$ cat src/rtl/ea_base_decoder.sv
module ea_base_decoder #(
  parameter int XLEN = 64,
  parameter int NREG = 16
) (
  input  logic                 clk,
  input  logic                 rst_n,
  input  logic                 in_valid,
  input  logic                 mode64,
  input  logic                 rex_b,
  input  logic                 rex_x,
  input  logic [7:0]           modrm,
  input  logic [7:0]           sib,
  input  logic [31:0]          disp,
  input  logic [NREG*XLEN-1:0] regs,
  output logic                 out_valid,
  output logic [XLEN-1:0]      base_out,
  output logic [XLEN-1:0]      ea_out,
  output logic [2:0]           disp_len,
  output logic                 sib_present,
  output logic                 invalid
);
  localparam int HALF = XLEN / 2;
  localparam int SELW = $clog2(NREG);

  wire [1:0] md = modrm[7:6];
  wire [2:0] rm = modrm[2:0];

  wire mem_form = md != 2'd3;
  wire has_sib  = mem_form && rm == 3'd4;
  wire [2:0] blo = has_sib ? sib[2:0] : rm;
  wire no_base  = md == 2'd0 && blo == 3'd5;
  wire rip_rel  = mode64 && md == 2'd0 && !has_sib && rm == 3'd5;
  wire bad      = !mem_form || rip_rel;

  wire [SELW-1:0] bsel = SELW'({mode64 & rex_b, blo});
  wire [SELW-1:0] isel = SELW'({mode64 & rex_x, sib[5:3]});
  wire has_idx = has_sib && isel != SELW'(4);

  wire [XLEN-1:0] breg = regs[bsel*XLEN +: XLEN];
  wire [XLEN-1:0] ireg = regs[isel*XLEN +: XLEN];

  wire [XLEN-1:0] base_v = no_base ? '0 : breg;
  wire [XLEN-1:0] idx_v  = has_idx ? (ireg << sib[7:6]) : '0;
  wire long_disp = md == 2'd2 || (md == 2'd0 && no_base);

  logic [XLEN-1:0] disp_v;
  always_comb begin
    if (md == 2'd1)  disp_v = {{(XLEN-8){disp[7]}}, disp[7:0]};
    else if (long_disp) disp_v = {{(XLEN-32){disp[31]}}, disp};
    else             disp_v = '0;
  end

  wire [2:0] dlen = !mem_form ? 3'd0 : (md == 2'd1) ? 3'd1 : long_disp ? 3'd4 : 3'd0;
  wire [XLEN-1:0] sum = base_v + idx_v + disp_v;

  wire [XLEN-1:0] base_n = bad ? '0 : mode64 ? base_v : {{HALF{1'b0}}, base_v[HALF-1:0]};
  wire [XLEN-1:0] ea_n   = bad ? '0 : mode64 ? sum    : {{HALF{1'b0}}, sum[HALF-1:0]};

  always_ff @(posedge clk) begin
    if (!rst_n) begin
      out_valid   <= 1'b0;
      base_out    <= '0;
      ea_out      <= '0;
      disp_len    <= '0;
      sib_present <= 1'b0;
      invalid     <= 1'b0;
    end else begin
      out_valid <= in_valid;
      if (in_valid) begin
        base_out    <= base_n;
        ea_out      <= ea_n;
        disp_len    <= dlen;
        sib_present <= has_sib;
        invalid     <= bad;
      end
    end
  end
endmodule

$ cat config.mk
export PLATFORM = sky130hd
export DESIGN_NAME = ea_base_decoder
export DESIGN_NICKNAME = d
export VERILOG_FILES = /design/src/rtl/ea_base_decoder.sv
export SDC_FILE = /design/constraint.sdc
export NUM_CORES = 1
export LEC_CHECK = 0
export ABC_AREA = 0
export ABC_CLOCK_PERIOD_IN_PS = 8500
export CAP_MARGIN = 20
export CORE_AREA = 2 2 470 472
export CTS_CLUSTER_DIAMETER = 40
export DETAILED_ROUTE_END_ITERATION = 10
export DIE_AREA = 0 0 472 474
export GPL_TIMING_DRIVEN = 0
export PLACE_DENSITY = 0.37
export SLEW_MARGIN = 10
export SYNTH_ARGS = -nofsm -noshare
export SYNTH_HDL_FRONTEND = slang
export SYNTH_SLANG_ARGS = --single-unit
$ cat constraint.sdc
create_clock -name clk -period 8.5 [get_ports clk]
set_clock_uncertainty 0.15 [all_clocks]
set_input_delay 1.7 -clock clk [delete_from_list [all_inputs] [get_ports clk]]
set_output_delay 1.7 -clock clk [all_outputs]
set_load 0.03 [all_outputs]
==> reports/qor.txt, run 1 <==
Yosys cell types: 66
Initial antenna violation count: 256
Hpwl dp: 284,000 um
GPL Wtd Cong: 0.981
Post-Syn Area: 28,300 um^2
Initial core utilization: 12.9%
Post-layout min period: 8.45 ns
Post-Route Setup TNS: 0 ns
Latest clock arrival within the worst-skew pair: 0.48 ns
Post-Syn Nets: 5,026
Number of synthesized flops with an enable pin: 0
Final worst-path cycle share: 99.4%
CP cell instances: buf_2 > buf_4 > clkbuf_8 > clkbuf_4 > buf_16 > clkbuf_4 > mux4_2 > mux4_2 > mux2_2 > a22oi_1 > fa_1 > inv_1 > ha_1 > nand4_1 > or3_1 > o31ai_2 > o211ai_1 > buf_4 > o211ai_1 > a21oi_4 > o31ai_4 > a31oi_2 > or4_1 > nand3_1
CTS root buffer: clkbuf_16
Final hold violation count: 0
Clock network power share: 14.9%
Combinational power share: 71.5%
Peak supply drop: 0.000160 V
Antenna-violating nets left: 0
Setup slack after layout: 0.0545 ns
Vias in the first global route: 38,500
Row count: 172
Sequential fraction of the synthesis area: 9.42%
Synth async-reset ratio: 0%
Sequential power share: 13.6%
Most frequent cells in the layout: 1,216 x nand2_1, 1,199 x clkdlybuf4s50_1, 316 x mux4_2, 300 x nand3_1, 147 x a21oi_1
Fraction of layout cells with a size suffix above 1: 15.8%
Crit-path max cell delay: 0.55 ns
Pin count of the biggest net entering global routing: 18
Worst endpoint required time: 8.77 ns
WL/cell: 40.1 um
Net Sw Power: 2.75 mW
Via density: 5.04
Final setup viols: 0
CP Launch Type: primary input
Die height: 474 um
Drt first pass iters: 5
Synth warn: 0
Die Width: 472 um
FILL cells: 24,500
Post-place setup slack: -3.22 ns
Global-route wire length before repair: 406,000 um
Rel. slew slack: 21.6%
#FFs+latches synth: 133
CP max FO: 10
Die area: 224,000 um^2
Min-Delay Path Class: reg2reg
WP data arrival: 8.72 ns
I/O Pins: 1,212
Reg clk slew, reported paths: 0.07 ns
Overall Power: 5.47 mW
H-tree Lvls: 4
Sw frac: 50.3%
Internal power: 2.72 mW
Worst Setup End Kind: flip-flop
Reg-to-Reg Start: ea_out[58]$_SDFFE_PN0P_
DRC errors left: 0
Syn avg cell area: 7.40 um^2
Synth Instances: 3,822
Power Density: 117 nW/um^2
Layout area overhead: 65.7%
CP top delay family: buffers and inverters
Post-synth top flop: dfxtp_1
CP bufs+invs: 8
PortBufs: 1,202
CTS tree: yes
Iter 0 DRT Violations: 4,852
Outcome: completed
Pleak: 17.6 nW
GRT Util Overall: 27.6%
Slowest CP cell: mux4_2
WS Path Type: in2reg
Highest Clock Rate: 118 MHz
TritonCTS Buffers: 17
Worst Setup SP: sib[4]
Max-slew violation count: 0
Final nets: 6,274
Tightest Pin Transition: 1.18 ns
Commonest non-fill, non-tap cell in the layout: nand2_1
# hold bufs at CTS: 0
GRT overflow: 0
Clock Path Buffers: 2
Max-cap check violation count: 0
RSZ-0062 raised after global routing: true
Aggregate routed wire length: 323,000 um
Min-Delay Startpoint: ea_out[57]$_SDFFE_PN0P_
Core Footprint: 219,000 um^2
Routed vias: 40,600
Clk sinks: 133
-- worst register-to-register path: cells and delay by family, from the launching register on --
| family | cells | cell delay [ns] |
|---|---|---|
| AOI/OAI and AO/OA | 2 | 0.45 |
| DFF | 1 | 0.42 |
-- power by group through the flow --
| stage | registers [mW] | clock network, mW | logic, mW |
|---|---|---|---|
| 2_1_floorplan | 0.845 | 0 | 1.69 |
| 3_3_place_gp | 0.756 | 0 | 3.69 |
| 3_5_place_dp | 0.756 | 0 | 3.71 |
| 4_1_cts | 0.743 | 0.837 | 3.82 |
| 5_1_grt | 0.747 | 0.853 | 4.09 |
| 6_report | 0.741 | 0.814 | 3.91 |
-- flip-flops by register name, indices dropped and copies added, names as in the netlist --
name	cells
base_out	64
disp_len	2
ea_out	64
invalid	1
out_valid	1
sib_present	1
-- path summary, 6_finish.rpt --
| check | end | slack (ns) | depth (start not counted) |
|---|---|---|---|
| worst max-delay path | ea_out[56]$_SDFFE_PN0P_ | 0.05 | 24 |
| worst min-delay path | ea_out[57]$_SDFFE_PN0P_ | 0.30 | 2 |
| worst max register to register | ea_out[58]$_SDFFE_PN0P_ | 7.34 | 2 |
| worst min register to register | ea_out[57]$_SDFFE_PN0P_ | 0.30 | 2 |
-- metal layers --
layer	GRT usage (%)	vias up	part of all wire, %
met5	0	-	0.21
met4	10.4	106	3.5
met3	7.67	487	9.2
met2	41.9	2708	44
met1	36.8	20700	43
li1	-	16600	-
-- cells by family after synthesis --
group | synth area share, %
buffers and inverters | 7.06
flip-flops | 9.42
AO/OA/AOI/OAI | 18.3
adder cells (fa/ha/maj) | 7.27
XOR/XNOR | 1.80
AND/OR/NAND/NOR | 28.4
multiplexers | 27.8
other | 0.0133
-- cell type report --
type / count / area (um^2) / share of cell area, %
Timing Repair Buffer: 1240 / 12600 / 26.8
Clock inverter: 14 / 176 / 0.377
Multi-Input combinational cell: 3171 / 24600 / 52.6
Antenna cell: 102 / 255 / 0.545
Tap cell: 2871 / 3590 / 7.67
Buffer: 367 / 2020 / 4.30
Clock buffer: 18 / 439 / 0.938
Sequential cell: 133 / 2660 / 5.68
Inverter: 140 / 526 / 1.12
-- metrics by stage --
step / std cells / instance area [um^2] / hold WS [ns] / util, %
after floorplan: 3822 / 28300 / 0.435 / -
after global placement: 7895 / 43900 / 0.288 / 20.1
after detailed placement: 7928 / 44500 / 0.292 / 20.3
after CTS: 7959 / 46200 / 0.308 / 21.1
after global routing: 8018 / 46700 / 0.329 / 21.4
final: 8056 / 46800 / 0.302 / 21.4
-- what timing repair did --
item / in CTS / in global routing
buffers inserted: 3 / 1
setup endpoints to repair: 57 / 22
gates resized for setup: 347 / 154
pin swaps: 8 / 8
hold endpoints to repair: 0 / 0
-- cell usage after synthesis, types with 15 or more instances --
| library cell | count | area, um^2 |
|---|---|---|
| nor2_1 | 65 | 244 |
| ha_1 | 62 | 776 |
| a22oi_1 | 61 | 458 |
| dfxtp_1 | 133 | 2660 |
| nand3_1 | 300 | 1500 |
| nor2b_1 | 47 | 294 |
| nand2_1 | 1218 | 4570 |
| buf_2 | 38 | 190 |
| nor3_1 | 17 | 85.1 |
| fa_1 | 64 | 1280 |
| and3_1 | 131 | 820 |
| buf_1 | 45 | 169 |
| a21oi_1 | 182 | 911 |
| nand4_1 | 15 | 93.8 |
| o21ai_0 | 93 | 465 |
| xor2_1 | 28 | 245 |
| inv_1 | 140 | 526 |
| a311oi_1 | 189 | 1660 |
| clkbuf_1 | 294 | 1100 |
| mux4_2 | 316 | 7120 |
| mux2_2 | 63 | 709 |
| a21o_1 | 30 | 225 |
| a31oi_1 | 78 | 488 |
| xnor2_1 | 30 | 263 |
| and2_1 | 38 | 238 |
| a22o_1 | 21 | 184 |
Note: power is estimated with default switching activity, not from simulation.
==> run 2, diff against run 1 <==
- DONT_BUFFER_PORTS: unset -> 1
- PLACE_DENSITY: 0.37 -> 0.3
==> reports/qor.txt, run 2 (synthesized netlist as in run 1, its figures left out) <==
WS Path Type: in2reg (unchanged)
Routed vias: 35,500 (was 40,600)
Pin count of the biggest net entering global routing: 20 (was 18)
CP top delay family: compound AO/OA/AOI/OAI gates (was buffers and inverters)
Iter 0 DRT Violations: 3,766 (was 4,852)
Post-place setup slack: -2.85 ns (was -3.22 ns)
CP max FO: 10 (unchanged)
Hold path depth: 2 (unchanged)
PortBufs: 0 (was 1,202)
I/O Pins: 1,212 (unchanged)
Setup slack after layout: -0.0297 ns (was 0.0545 ns)
Post-layout min period: 8.53 ns (was 8.45 ns)
CTS root buffer: clkbuf_16 (unchanged)
Worst path most repeated cell: nand2_1
Drt first pass iters: 6 (was 5)
Max-slew violation count: 0 (unchanged)
Met1 GRT Util: 33.0% (was 36.8%)
Worst Setup End Kind: flip-flop (unchanged)
Failing checks: setup timing
Internal power: 2.09 mW (was 2.72 mW)
Crit. path cell count: 24 (unchanged)
Net Sw Power: 2.51 mW (was 2.75 mW)
Vias in the first global route: 34,100 (was 38,500)
Max-cap check violation count: 0 (unchanged)
Met3 usage in global routing: 12.6% (was 7.67%)
Outcome: finished, violations left (was completed)
Row count: 172 (unchanged)
GPL Wtd Cong: 0.998 (was 0.981)
Die area: 224,000 um^2 (unchanged)
Rel. slew slack: 17.4% (was 21.6%)
Final setup viols: 1 (was 0)
Global-route wire length before repair: 395,000 um (was 406,000 um)
Commonest non-fill, non-tap cell in the layout: nand2_1 (unchanged)
Fraction of layout cells with a size suffix above 1: 17.6% (was 15.8%)
Antenna-violating nets left: 0 (unchanged)
FILL cells: 25,200 (was 24,500)
Most Used Layer, Global Route: met2 (unchanged)
Overall Power: 4.61 mW (was 5.47 mW)
Power Density: 135 nW/um^2 (was 117 nW/um^2)
CTS tree: yes (unchanged)
WL/cell: 46.0 um (was 40.1 um)
Highest Clock Rate: 117 MHz (was 118 MHz)
Sw frac: 54.5% (was 50.3%)
TritonCTS Buffers: 17 (unchanged)
GRT Util Overall: 27.2% (was 27.6%)
Clock network power share: 16.6% (was 14.9%)
Core Footprint: 219,000 um^2 (unchanged)
Crit-path max cell delay: 0.85 ns (was 0.55 ns)
Reg clk slew, reported paths: 0.07 ns (about the same)
Final worst-path cycle share: 100% (was 99.4%)
Clock Path Buffers: 2 (unchanged)
H-tree Lvls: 4 (unchanged)
Regs by FF count: base_out (64), ea_out (64), disp_len (2) (unchanged)
Aggregate routed wire length: 318,000 um (was 323,000 um)
FF/Latch Area: 2660 um^2 (unchanged)
Combinational power share: 63.6% (was 71.5%)
Initial core utilization: 12.9% (unchanged)
Die height: 474 um (unchanged)
Die Width: 472 um (unchanged)
Pleak: 12.7 nW (was 17.6 nW)
CP cell instances: a21oi_1 > a31oi_2 > buf_6 > clkbuf_2 > clkdlybuf4s15_2 > nand2_1 > a311oi_1 > a311oi_1 > a21oi_2 > nand2_1 > fa_1 > inv_1 > ha_1 > nand2_1 > or3_1 > o31ai_1 > o211ai_1 > buf_4 > o211ai_1 > a21oi_2 > o31ai_4 > a31oi_1 > or4_1 > nand3_1 (was buf_2 > buf_4 > clkbuf_8 > clkbuf_4 > buf_16 > clkbuf_4 > mux4_2 > mux4_2 > mux2_2 > a22oi_1 > fa_1 > inv_1 > ha_1 > nand4_1 > or3_1 > o31ai_2 > o211ai_1 > buf_4 > o211ai_1 > a21oi_4 > o31ai_4 > a31oi_2 > or4_1 > nand3_1)
Worst R2R Path Depth: 2 (unchanged)
Slowest CP cell: a311oi_1 (was mux4_2)
Final hold violation count: 0 (unchanged)
Most frequent cells in the layout: 1,216 x nand2_1, 316 x mux4_2, 300 x nand3_1, 196 x clkbuf_1, 166 x a311oi_1 (was 1,216 x nand2_1, 1,199 x clkdlybuf4s50_1, 316 x mux4_2, 300 x nand3_1, 147 x a21oi_1)
Initial antenna violation count: 174 (was 256)
Latest clock arrival within the worst-skew pair: 0.47 ns (was 0.48 ns)
Peak supply drop: 0.000159 V (was 0.000160 V)
Met2 usage: 41.6% (was 41.9%)
GRT overflow: 0 (unchanged)
Post-Route Setup TNS: -0.0297 ns (was 0 ns)
DRC errors left: 0 (unchanged)
Final core utilization: 15.6% (was 21.4%)
Tightest Pin Transition: 1.24 ns (was 1.18 ns)
WP data arrival: 8.79 ns (was 8.72 ns)
Area occupied by multi-input gates: 24,000 um^2 (was 24,600 um^2)
Min-Delay Path Class: reg2reg (unchanged)
Layout area overhead: 20.9% (was 65.7%)
Sequential power share: 19.7% (was 13.6%)
Via density: 5.12 (was 5.04)
Final nets: 5,088 (was 6,274)
CP Launch Type: primary input (unchanged)
RSZ-0062 raised after global routing: true (unchanged)
Hpwl dp: 280,000 um (was 284,000 um)
CP bufs+invs: 5 (was 8)
Worst endpoint required time: 8.76 ns (was 8.77 ns)
Clk sinks: 133 (unchanged)
==> run 2: routing by layer <==
metal | wire (um) | vias to the layer above | part of all wire [%]
li1 | - | 14300 | -
met1 | 127000 | 18300 | 40
met2 | 139000 | 2249 | 44
met3 | 39000 | 471 | 12
met4 | 12100 | 112 | 3.8
met5 | 818 | - | 0.26
==> run 2: metrics by stage <==
step,hold WS [ns],cell area (um^2),instances
5_1_grt,0.500,34000,6859
2_1_floorplan,0.435,28300,3822
6_report,0.472,34200,6926
3_5_place_dp,0.471,32500,6734
3_3_place_gp,0.474,31900,6693
4_1_cts,0.480,33500,6767
==> run 2: final cells by class <==
cell class / instances / share of cell area [%]
Timing Repair Buffer: 44 / 1.70
Antenna cell: 158 / 1.16
Buffer: 377 / 5.48
Multi-Input combinational cell: 3171 / 70.2
Inverter: 140 / 1.54
Tap cell: 2871 / 10.5
Clock buffer: 18 / 1.25
Sequential cell: 133 / 7.79
Clock inverter: 14 / 0.381
==> run 2: path summary, 6_finish.rpt <==
check	from	slack, ns	end
max	modrm[7]	-0.03	ea_out[56]$_SDFFE_PN0P_
min	base_out[48]$_SDFFE_PN0P_	0.47	base_out[48]$_SDFFE_PN0P_
max reg2reg	ea_out[58]$_SDFFE_PN0P_	7.19	ea_out[58]$_SDFFE_PN0P_
min reg2reg	base_out[48]$_SDFFE_PN0P_	0.47	base_out[48]$_SDFFE_PN0P_
==> run 2: worst min-delay path, delay by kind of cell, from the launching register on <==
family	cells	cell delay, ns
simple gates	1	0.09
compound gates	1	0.07
flops	1	0.41
==> run 2: what timing repair did <==
item	4_1_cts	5_1_grt
endpoints found under the hold margin	0	0
gates resized for setup	164	150
hold buffers	0	0
setup buffers	1	1
setup endpoints to repair	52	20
pin swaps	2	3
==> run 2: power by group through the flow <==
stage | Clock (mW) | Sequential (mW) | Combinational, mW
finish | 0.765 | 0.909 | 2.93
floorplan | 0 | 0.845 | 1.69
CTS | 0.796 | 0.910 | 2.88
detailed placement | 0 | 0.925 | 2.83
global route | 0.804 | 0.920 | 3.12
global placement | 0 | 0.924 | 2.82
